[src/rtl/sram_wr_pkg.sv]
package sram_wr_pkg;

  localparam int FLOAT_NS = 20;

  function automatic int ceil_div(input int ns, input int period);
    return (ns + period - 1) / period;
  endfunction

  function automatic int imax(input int a, input int b);
    return (a > b) ? a : b;
  endfunction

  function automatic int cycle_ns(input int slow);
    return (slow != 0) ? 70 : 55;
  endfunction

  function automatic int cs_ns(input int slow);
    return (slow != 0) ? 60 : 45;
  endfunction

  function automatic int setup_ns(input int slow);
    return (slow != 0) ? 30 : 25;
  endfunction

  function automatic int we_ns(input int slow);
    return (slow != 0) ? 50 : 40;
  endfunction

endpackage

[src/rtl/sram_wr_timer.sv]
module sram_wr_timer #(
  parameter int DRIVE_AT   = 2,
  parameter int CS_END_AT  = 7,
  parameter int RELEASE_AT = 8,
  parameter int DONE_AT    = 8
) (
  input  logic clk,
  input  logic rst_n,
  input  logic start,
  output logic busy,
  output logic at_drive,
  output logic at_cs_end,
  output logic at_release,
  output logic done_pulse
);
  localparam int CW = $clog2(DONE_AT + 1);
  localparam logic [CW-1:0] K_DRIVE = CW'(DRIVE_AT);
  localparam logic [CW-1:0] K_CSEND = CW'(CS_END_AT);
  localparam logic [CW-1:0] K_REL   = CW'(RELEASE_AT);
  localparam logic [CW-1:0] K_DONE  = CW'(DONE_AT);

  logic [CW-1:0] cnt;
  logic [CW-1:0] nxt;

  assign nxt = cnt + 1'b1;

  always_ff @(posedge clk) begin
    if (!rst_n) begin
      busy       <= 1'b0;
      cnt        <= '0;
      done_pulse <= 1'b0;
    end else begin
      done_pulse <= 1'b0;
      if (start) begin
        busy <= 1'b1;
        cnt  <= '0;
      end else if (busy) begin
        cnt <= nxt;
        if (nxt == K_DONE) begin
          busy       <= 1'b0;
          done_pulse <= 1'b1;
        end
      end
    end
  end

  assign at_drive   = busy && (nxt == K_DRIVE);
  assign at_cs_end  = busy && (nxt == K_CSEND);
  assign at_release = busy && (nxt == K_REL);

  assert_done_single_R7: assert property (@(posedge clk) disable iff (!rst_n)
    done_pulse |=> !done_pulse);

  assert_done_on_idle_R7: assert property (@(posedge clk) disable iff (!rst_n)
    $fell(busy) |-> done_pulse);

endmodule

[src/rtl/sram_wr_pins.sv]
module sram_wr_pins #(
  parameter int ADDR_W = 19,
  parameter int DATA_W = 8,
  parameter int CS_CYC = 5
) (
  input  logic              clk,
  input  logic              rst_n,
  input  logic              load,
  input  logic [ADDR_W-1:0] addr_in,
  input  logic [DATA_W-1:0] data_in,
  input  logic              at_drive,
  input  logic              at_cs_end,
  input  logic              at_release,
  output logic [ADDR_W-1:0] sram_addr,
  output logic [DATA_W-1:0] sram_dq_out,
  output logic              sram_dq_oe,
  output logic              sram_cs_n,
  output logic              sram_we_n,
  output logic              sram_oe_n
);
  localparam int CCW = $clog2(CS_CYC + 2);

  always_ff @(posedge clk) begin
    if (!rst_n) begin
      sram_addr   <= '0;
      sram_dq_out <= '0;
      sram_dq_oe  <= 1'b0;
      sram_cs_n   <= 1'b1;
      sram_we_n   <= 1'b1;
    end else begin
      if (load) begin
        sram_addr   <= addr_in;
        sram_dq_out <= data_in;
        sram_we_n   <= 1'b0;
      end
      if (at_drive) begin
        sram_dq_oe <= 1'b1;
        sram_cs_n  <= 1'b0;
      end
      if (at_cs_end) sram_cs_n <= 1'b1;
      if (at_release) begin
        sram_we_n  <= 1'b1;
        sram_dq_oe <= 1'b0;
      end
    end
  end

  assign sram_oe_n = 1'b1;

  // Checker counter: length of the current chip-select low phase.
  logic [CCW-1:0] cs_low_len;
  always_ff @(posedge clk) begin
    if (!rst_n) cs_low_len <= '0;
    else if (sram_cs_n) cs_low_len <= '0;
    else if (cs_low_len != {CCW{1'b1}}) cs_low_len <= cs_low_len + 1'b1;
  end

  assert_cs_len_R4: assert property (@(posedge clk) disable iff (!rst_n)
    $rose(sram_cs_n) |-> (cs_low_len >= CCW'(CS_CYC)));

  assert_cs_needs_data_R3: assert property (@(posedge clk) disable iff (!rst_n)
    !sram_cs_n |-> (sram_dq_oe && !sram_we_n));

  assert_drive_under_we_R3: assert property (@(posedge clk) disable iff (!rst_n)
    sram_dq_oe |-> !sram_we_n);

  assert_cs_ends_write_R5: assert property (@(posedge clk) disable iff (!rst_n)
    $rose(sram_cs_n) |-> !sram_we_n);

  assert_we_after_cs_R5: assert property (@(posedge clk) disable iff (!rst_n)
    $rose(sram_we_n) |-> $past($rose(sram_cs_n)));

endmodule

[src/rtl/sram_wr_seq.sv]
module sram_wr_seq
  import sram_wr_pkg::*;
#(
  parameter int ADDR_W     = 19,
  parameter int DATA_W     = 8,
  parameter int CLK_NS     = 10,
  parameter int SLOW_GRADE = 0
) (
  input  logic              clk,
  input  logic              rst_n,
  input  logic              req_valid,
  output logic              req_ready,
  input  logic [ADDR_W-1:0] req_addr,
  input  logic [DATA_W-1:0] req_data,
  output logic              wr_done,
  output logic [ADDR_W-1:0] sram_addr,
  output logic [DATA_W-1:0] sram_dq_out,
  output logic              sram_dq_oe,
  output logic              sram_cs_n,
  output logic              sram_we_n,
  output logic              sram_oe_n
);
  localparam int FLOAT_CYC = imax(1, ceil_div(FLOAT_NS, CLK_NS));
  localparam int CS_CYC = imax(imax(ceil_div(cs_ns(SLOW_GRADE), CLK_NS),
                                    ceil_div(setup_ns(SLOW_GRADE), CLK_NS)),
                               imax(ceil_div(we_ns(SLOW_GRADE), CLK_NS) - FLOAT_CYC, 1));
  localparam int REL_AT  = FLOAT_CYC + CS_CYC + 1;
  localparam int DONE_AT = imax(ceil_div(cycle_ns(SLOW_GRADE), CLK_NS), REL_AT);

  logic busy, accept, at_drive, at_cs_end, at_release;

  assign req_ready = !busy;
  assign accept    = req_valid && req_ready;

  sram_wr_timer #(
    .DRIVE_AT  (FLOAT_CYC),
    .CS_END_AT (FLOAT_CYC + CS_CYC),
    .RELEASE_AT(REL_AT),
    .DONE_AT   (DONE_AT)
  ) timer_i (
    .clk       (clk),
    .rst_n     (rst_n),
    .start     (accept),
    .busy      (busy),
    .at_drive  (at_drive),
    .at_cs_end (at_cs_end),
    .at_release(at_release),
    .done_pulse(wr_done)
  );

  sram_wr_pins #(
    .ADDR_W(ADDR_W),
    .DATA_W(DATA_W),
    .CS_CYC(CS_CYC)
  ) pins_i (
    .clk        (clk),
    .rst_n      (rst_n),
    .load       (accept),
    .addr_in    (req_addr),
    .data_in    (req_data),
    .at_drive   (at_drive),
    .at_cs_end  (at_cs_end),
    .at_release (at_release),
    .sram_addr  (sram_addr),
    .sram_dq_out(sram_dq_out),
    .sram_dq_oe (sram_dq_oe),
    .sram_cs_n  (sram_cs_n),
    .sram_we_n  (sram_we_n),
    .sram_oe_n  (sram_oe_n)
  );

  assert_pins_hold_R2: assert property (@(posedge clk) disable iff (!rst_n)
    !accept |=> ($stable(sram_addr) && $stable(sram_dq_out)));

  assert_ready_bus_quiet_R8: assert property (@(posedge clk) disable iff (!rst_n)
    req_ready |-> (sram_cs_n && sram_we_n && !sram_dq_oe));

endmodule

[config.mk]
export PLATFORM = sky130hd
export DESIGN_NAME = sram_wr_seq
export DESIGN_NICKNAME = d
export VERILOG_FILES = /design/src/rtl/sram_wr_pkg.sv /design/src/rtl/sram_wr_timer.sv /design/src/rtl/sram_wr_pins.sv /design/src/rtl/sram_wr_seq.sv
export SDC_FILE = /design/constraint.sdc
export NUM_CORES = 1
export LEC_CHECK = 0
export ABC_AREA = 1
export BUFFER_PORTS_ARGS = -buffer_cell sky130_fd_sc_hd__buf_4
export CORE_ASPECT_RATIO = 0.7
export CORE_MARGIN = 2
export CORE_UTILIZATION = 41
export DETAILED_ROUTE_END_ITERATION = 10
export PLACE_DENSITY = 0.74
export REMOVE_ABC_BUFFERS = 1
export SLEW_MARGIN = 10
export SYNTH_ARGS = -nofsm -noshare
export SYNTH_HDL_FRONTEND = slang
export SYNTH_SLANG_ARGS = --single-unit
[constraint.sdc]
create_clock -name clk -period 1.14 [get_ports clk]
set_input_delay 0.228 -clock clk [delete_from_list [all_inputs] [get_ports clk]]
set_output_delay 0.228 -clock clk [all_outputs]
set_load 0.005 [all_outputs]
# Word-level counts from Yosys, hierarchy flattened
# Cells that the tools add are included.
dict set report word_totals {
  mem_count 0
  rom_bits 0
  latchBits 0
  register_bits 36
  ram_bits 0
}
dict set report classes {
  shifts 0
  n_lt_le_gt_ge 0
  eq_ne 3
  n_reduce_logical 9
  div 0
  addsub 1
  n_mul 0
  bitwise 2
  muxes 4
}
# op count
set op_table {}
lappend op_table {{$reduce_or 2->1} 3}
lappend op_table {{$add 4x1->4 const B} 1}
lappend op_table {{$eq 4x2->1 const B} 1}
lappend op_table {{$eq 4x3->1 const B} 1}
lappend op_table {{$eq 4x4->1 const B} 1}
lappend op_table {{$logic_and 1x1->1} 4}
lappend op_table {{$mux 1} 4}
lappend op_table {{$reduce_or 3->1} 1}
lappend op_table {{$not 1->1} 2}
lappend op_table {{$logic_not 1->1} 1}

# Logic depth before layout (Yosys ltp)
# Gate-level depths: netlist (run 1).
dict set report depth {
  depth_word 5
  mapped_depth 8
  depth_no_buf 8
}

# Modules after synthesis
# From an unflattened synthesis (run 1), not the netlist that was laid out.
dict set report hier_totals {
  cells_unflattened 234
  area_unflattened_um2 1833.0
}
# mod area_each_um2 n_inst seq_area_each_um2 cells_each
set modules_own_cells {}
lappend modules_own_cells {sram_wr_pins 1470.2 1 600.6 186}
lappend modules_own_cells {sram_wr_timer 349.1 1 120.1 45}
lappend modules_own_cells {sram_wr_seq 13.8 1 0.0 3}

# Worst setup path after synthesis (run 1)
# Ideal clock, no wire load.
dict set report synth_path {
  path_type {register to register}
  from {register timer_i.cnt[0]}
  to {register timer_i.cnt[1]}
  required_time_ps 1070
  path_stages_with_launch 5
  slack_ps -79
  synth_period_minus_slack_ps 1219
  arrival_ps 1149
  setup_ps 70
  path_cell_list {dfxtp_1 > inv_1 > ha_1 > or2_2 > a21oi_1}
}
dict set report synth_via {
  elab_chain_cells 1
}
# element line_no
set synth_rtl {}
lappend synth_rtl {{start, declared} sram_wr_timer.sv:22} ;# logic [CW-1:0] cnt;
lappend synth_rtl {{start signal, assigned} sram_wr_timer.sv:38} ;# cnt <= nxt;
lappend synth_rtl {{$add 4x1->4} sram_wr_timer.sv:25} ;# assign nxt = cnt + 1'b1;
# No other way between the ends.
# A chain may end at the register's enable or synchronous reset.

# Worst setup path after layout (run 1)
dict set report layout_path {
  from {register timer_i.cnt[0]}
  to {register pins_i.sram_dq_oe}
}
dict set report layout_via {
  elab_chain_cells 4
  elab_cells_between_ends 6
}
# element line_no
set layout_rtl {}
lappend layout_rtl {{$add 4x1->4 *} sram_wr_timer.sv:25}
lappend layout_rtl {{$eq 4x4->1} sram_wr_timer.sv:49} ;# assign at_release = busy && (nxt == K_REL);
lappend layout_rtl {{$logic_and 1x1->1} sram_wr_timer.sv:49}
lappend layout_rtl {{$reduce_or 2->1 (no source line)} n/a}
lappend layout_rtl {{end signal, assigned} sram_wr_pins.sv:27} ;# sram_dq_oe <= 1'b0;
lappend layout_rtl {{end signal, assigned} sram_wr_pins.sv:37} ;# sram_dq_oe <= 1'b1;
lappend layout_rtl {{end signal, assigned} sram_wr_pins.sv:43} ;# sram_dq_oe <= 1'b0;
lappend layout_rtl {{end, declared} sram_wr_pins.sv:16} ;# output logic sram_dq_oe,
# Mark *: on every way between the ends. The rest lies on a longest branch, timed or not.

==> results of run 1 <==
-- layer usage --
| layer | vias to the layer above | share of wire |
|---|---|---|
| met2 | 55 | 0.39 |
| met1 | 569 | 0.47 |
| met4 | 0 | 0.028 |
| met5 | - | 0 |
| li1 | 721 | - |
| met3 | 9 | 0.10 |
-- power groups by stage --
stage | sequential [uW] | combinational, uW | clock, uW
detailed placement | 1420 | 441 | 0
finish | 1390 | 450 | 904
CTS | 1390 | 441 | 943
global placement | 1420 | 438 | 0
floorplan | 1430 | 160 | 0
global route | 1400 | 508 | 989
-- what timing repair did --
action | 4_1_cts | 5_1_grt
gates resized for setup | 11 | 18
setup buffers | 0 | 1
endpoints found under the setup margin | 7 | 19
pin swaps | 3 | 9
-- cells by family after synthesis --
group / Yosys count / synth area share
AOI/OAI and AO/OA: 32 / 0.113
adders and majority gates: 4 / 0.0352
buffers and inverters: 19 / 0.0722
DFF: 36 / 0.507
other: 1 / 0.00264
and+or+nand+nor: 94 / 0.270
-- how the worst min path moves through the flow --
stage          cells past startpoint  slack (ns)              endpoint
2_1_floorplan                      1        0.31      pins_i.sram_cs_n
3_3_place_gp                       2        0.45      pins_i.sram_cs_n
3_5_place_dp                       2        0.46      pins_i.sram_cs_n
4_1_cts                            3        0.17  pins_i.sram_addr[15]
5_1_grt                            3        0.18  pins_i.sram_addr[10]
6_report                           3        0.18  pins_i.sram_addr[15]
-- stage by stage --
stage                     cells  total power [uW]   TNS [ns]  utilization  cell area (um^2)
after floorplan             177              1590     -0.165            -              1360
after global placement      292              1860    -0.0698        0.596              1930
after detailed placement    292              1860     -0.224        0.596              1930
after CTS                   299              2780    -0.0768        0.630              2040
after global routing        300              2900     -0.610        0.647              2090
final                       300              2750  -0.000727        0.647              2090
-- layout by cell type, fill, tap and decap left out, types with 3 or more instances in the layout --
master / netlist / routed
o21ai_1: 11 / 13
buf_4: 3 / 66
inv_2: 2 / 3
nand2_1: 21 / 14
nand2_2: 0 / 7
nand3_1: 4 / 4
a21oi_1: 4 / 3
nor2_2: 0 / 3
o21ai_0: 17 / 15
clkbuf_8: 0 / 6
inv_1: 8 / 6
nor2_1: 63 / 60
dfxtp_1: 36 / 32
-- tightest hold or removal path: stages --
cell and delay [ns]:
buf_4 0.07, o21ai_1 0.05, nor2_1 0.07
-- registers in the layout, indices dropped and copies added, names as in the netlist --
register            count
pins_i.sram_dq_oe       1
pins_i.sram_cs_n        1
pins_i.sram_we_n        1
timer_i.cnt             4
pins_i.sram_dq_out      8
pins_i.sram_addr       19
timer_i.done_pulse      1
timer_i.busy            1
-- final cells by class --
class	count	area, um^2
sequential	36	731
tap	47	58.8
inverter	10	40.0
multi-input combinational	131	654
clock buffer	8	90.1
fill	307	1140
timing repair buffer	68	518
==> results.py, run 1 <==
metrics = {
    "floorplanning": {
        "start_util": 0.440,
        "fp.dieArea_mm2": 0.00396,
        "row_count": 17,
        "io_pins": 63,
        "die_y_um": 53.3,
        "core-area_mm2": 0.00323,
        "die_w_um": 74.4,
    },
    "worst_setup_path": {
        "r2r_start": "timer_i.cnt[0]",
        "critPathLaunchType": "flop",
        "criticalPathCategory": "reg2reg",
        "path_cells": "buf_6, ha_4, nand2_2, nand3b_1, nor2_2, nor2_2, nor2_1",
        "cp_top_family": "simple AND/OR/NAND/NOR gates",
        "cpPeakStageDelay_ns": 0.38,
        "crit_start": "timer_i.cnt[0]",
        "critPathSlowestCell": "dfxtp_4",
        "critPathBufInv": 1,
        "cp.depth": 7,
        "critPathCapture": "pins_i.sram_dq_oe",
        "cp.arrival_ns": 1.37,
        "required_ns": 1.37,
        "reg2reg_depth": 7,
        "crit_top_cell": "nor2_2",
        "path_max_fanout": 5,
        "worst-r2r-setup-slack_ns": -0.0007,
        "cp-end-kind": "flop",
        "r2r_end": "pins_i.sram_dq_oe",
    },
    "power_and_ir_drop": {
        "power_frac_comb": 0.164,
        "p_seq_frac": 0.507,
        "swShare": 0.242,
        "ir_drop_mv": 0.827,
        "p_sw_uw": 664,
        "power_density_mw_per_mm2": 1310,
        "leakagePower_uw": 0.000981,
        "clkPwrFrac": 0.329,
        "p_int_uw": 2080,
    },
    "route": {
        "via_per_inst": 4.51,
        "routed_wl_um": 3280,
        "routed-via-count": 1354,
        "drtPass1Iterations": 4,
        "drt-wirelength-per-cell_um": 10.9,
        "drtAntennaViolNets": 0,
        "drcViolationCount": 0,
        "drt_iter0_drc": 39,
    },
    "logic_synthesis": {
        "synth.most_common_cell": "nor2_1",
        "post-synth-top-area-cell": "dfxtp_1",
        "ys_warn_count": 0,
        "synth-main-ff-cell": "dfxtp_1",
        "netlist_top_cells_area": "dfxtp_1, nor2_1, o21ai_0, nand2_1, o21ai_1",
        "synth_edf_count": 0,
        "synth_top_cell_area_share": 0.507,
        "syn_avg_cell_area_um2": 7.64,
        "yosysSeqAreaShare": 0.507,
        "syn_inst": 186,
        "ys_top_cells_by_count": "nor2_1, dfxtp_1, nand2_1",
        "synthArstFlopShare": 0,
        "ys_seq_elements": 36,
        "ys_types": 20,
        "syn_area_mm2": 0.00142,
    },
    "timing": {
        "finalHoldViolCount": 0,
        "setup_violations": 1,
        "hold_slack_ns": 0.175,
        "fmax_mhz": 877,
        "drv_slew": 0,
        "fin_crit_sh": 1.00,
        "grt_setup_unrepaired": "yes",
        "worst_slack_ns": -0.000727,
        "fin_crit_ns": 1.14,
        "skew_ns": 0.00513,
    },
    "global_routing": {
        "top_usage_layer": "met2",
        "first_global_vias": 1170,
        "grt_pass1_wl_um": 5140,
        "met3_usage": 0.0724,
        "grt_max_degree": 33,
        "use_met1": 0.232,
        "grt_usage": 0.181,
        "grt_antenna_before_repair": 0,
        "grt.met2_usage": 0.257,
        "overflow": 0,
    },
    "placed_design": {
        "dp_slack_ns": -0.0656,
        "dp_hpwl_um": 2290,
        "gp_congestion": 0.792,
        "portBuffers": 61,
    },
    "clock_tree": {
        "cts.sinks": 36,
        "clock_path_buffers": 2,
        "cts_tree": "yes",
        "insertion_delay_ns": 0.29,
        "cts_root_buf": "clkbuf_8",
        "h-tree-depth": 2,
        "cts_hold_buf": 0,
        "cts.clk_slew.worst_paths_ns": 0.07,
        "cts_made_buffers": 5,
    },
    "outcome": {
        "run_status": "finished, violations left",
        "violations": "negative setup slack",
    },
    "hold_path": {
        "hp-class": "in2reg",
        "hp-start": "req_addr[15]",
    },
    "cells_and_area": {
        "antenna_cells": 0,
        "drive_above_1_share": 0.387,
        "nets": 286,
        "syn2layout_area_growth_pct": 47.2,
    },
    "flow_run": {
        "cap_viol_max_count": 0,
    },
}
Note: power is estimated with default switching activity, not from simulation.
==> run 2: changes to the inputs <==
CORE_UTILIZATION = 49   (was 41)
PLACE_DENSITY = 0.83   (was 0.74)
RECOVER_POWER = 25   (was unset)
clock period = 1.45 ns   (was 1.14 ns; I/O delays follow)
==> run 2 against run 1 <==
The run now ends clean; clock skew down 0.0030 ns; critical path depth down 3; worst setup slack better by 0.22 ns; largest power group unchanged.
==> results.py, run 2 (synthesized netlist as in run 1, its figures left out) <==
metrics = {
    "outcome": {
        "run_status": "finished, final reports clean",
    },
    "global_routing": {
        "overflow": 0,
        "grt_pass1_wl_um": 5230,
        "grt_max_degree": 33,
        "grt_usage": 0.214,
        "first_global_vias": 1236,
        "grt_antenna_before_repair": 0,
    },
    "cells_and_area": {
        "largest-register": "pins_i.sram_addr",
        "utilization": 0.719,
        "largest_registers": "pins_i.sram_addr (19), pins_i.sram_dq_out (8), timer_i.cnt (4)",
        "nets": 283,
        "layout_commonest_cell": "nor2_1",
        "syn2layout_area_growth_pct": 40.7,
        "drive_above_1_share": 0.313,
        "largest_register_ffs": 19,
        "layout_common_cells": "nor2_1, buf_4, dfxtp_1",
        "antenna_cells": 0,
    },
    "timing": {
        "finalHoldViolCount": 0,
        "drv_slew": 0,
        "fin_crit_sh": 0.847,
        "grt_setup_unrepaired": "no",
        "fin_crit_ns": 1.23,
        "setup_violations": 0,
        "worst_slack_ns": 0.222,
        "fmax_mhz": 814,
        "skew_ns": 0.00209,
        "fin_setup_tns_ns": 0,
    },
    "worst_setup_path": {
        "cp.arrival_ns": 1.44,
        "required_ns": 1.66,
        "crit_start": "timer_i.cnt[0]",
        "criticalPathCategory": "reg2reg",
        "cp-end-kind": "flop",
        "r2r_start": "timer_i.cnt[0]",
        "path_max_fanout": 4,
        "critPathLaunchType": "flop",
    },
    "clock_tree": {
        "h-tree-depth": 2,
        "clock_path_buffers": 2,
        "cts.sinks": 36,
        "cts_tree": "yes",
        "insertion_delay_ns": 0.28,
        "cts_made_buffers": 5,
        "cts_setup_buffers": 0,
        "cts_root_buf": "clkbuf_8",
        "cts.clk_slew.worst_paths_ns": 0.07,
    },
    "floorplanning": {
        "io_pins": 63,
        "fp.dieArea_mm2": 0.00335,
        "die_y_um": 49.1,
        "row_count": 16,
        "core-area_mm2": 0.00278,
        "die_w_um": 68.4,
        "start_util": 0.511,
    },
    "placed_design": {
        "dp_hpwl_um": 2370,
        "gp_congestion": 0.773,
        "dp_slack_ns": 0.145,
        "portBuffers": 61,
    },
    "power_and_ir_drop": {
        "leakagePower_uw": 0.000962,
        "ir_drop_mv": 0.655,
        "power_density_mw_per_mm2": 1090,
    },
    "route": {
        "drtAntennaViolNets": 0,
        "routed-via-count": 1347,
        "routed_wl_um": 3180,
        "drt_iter0_drc": 60,
        "drtPass1Iterations": 4,
        "drt-wirelength-per-cell_um": 11.2,
        "via_per_inst": 4.73,
        "drcViolationCount": 0,
    },
    "hold_path": {
        "hp-start": "req_addr[11]",
        "hp-class": "in2reg",
    },
    "flow_run": {
        "cap_viol_max_count": 0,
    },
}
run 2: final timing paths:
check / depth (start not counted) / slack (ns) / to
worst max register to register: 4 / 0.22 / timer_i.cnt[1]
worst min register to register: 2 / 0.46 / pins_i.sram_cs_n
worst max-delay path: 4 / 0.22 / timer_i.cnt[1]
worst min-delay path: 3 / 0.24 / pins_i.sram_addr[11]
run 2: layout make-up:
| cell class | count | area [um^2] |
|---|---|---|
| tap | 36 | 45.0 |
| inverter | 10 | 37.5 |
| multi-input combinational | 131 | 598 |
| clock buffer | 7 | 96.3 |
| fill | 267 | 783 |
| sequential | 36 | 722 |
| timing repair buffer | 65 | 500 |
run 2: critical path, stage by stage (launching register included):
cell and delay [ns]:
dfxtp_1 0.38, inv_1 0.07, ha_1 0.28, or2_2 0.30
a21oi_1 0.12
run 2: where the power goes:
part	switching, uW	total, uW	leakage, uW	internal, uW
combinational	156	342	0.000614	186
sequential	36.9	1100	0.000298	1060
clock	328	750	0.0000503	423
run 2: per-stage QoR:
stage | cell area [um^2] | hold slack, ns | total power [uW] | std cells
after detailed placement | 1900 | 0.456 | 1470 | 278
after global placement | 1900 | 0.447 | 1460 | 278
after CTS | 2000 | 0.234 | 2210 | 285
after floorplan | 1360 | 0.374 | 1250 | 177
after global routing | 2000 | 0.234 | 2310 | 285
final | 2000 | 0.240 | 2190 | 285
run 2: layer usage:
layer / share of wire / global-route usage / vias to the layer above / wire length [um]
met5: 0 / 0 / - / 0
met1: 0.43 / 0.260 / 589 / 1380
li1: - / - / 707 / -
met4: 0.014 / 0.0900 / 0 / 45
met3: 0.092 / 0.0855 / 5 / 292
met2: 0.46 / 0.332 / 46 / 1470
run 2: what timing repair did:
action / in CTS / in global routing
endpoints found under the hold margin: 0 / 0
endpoints found under the setup margin: 0 / 3
hold buffers: 0 / 0
resized for setup: 0 / 1
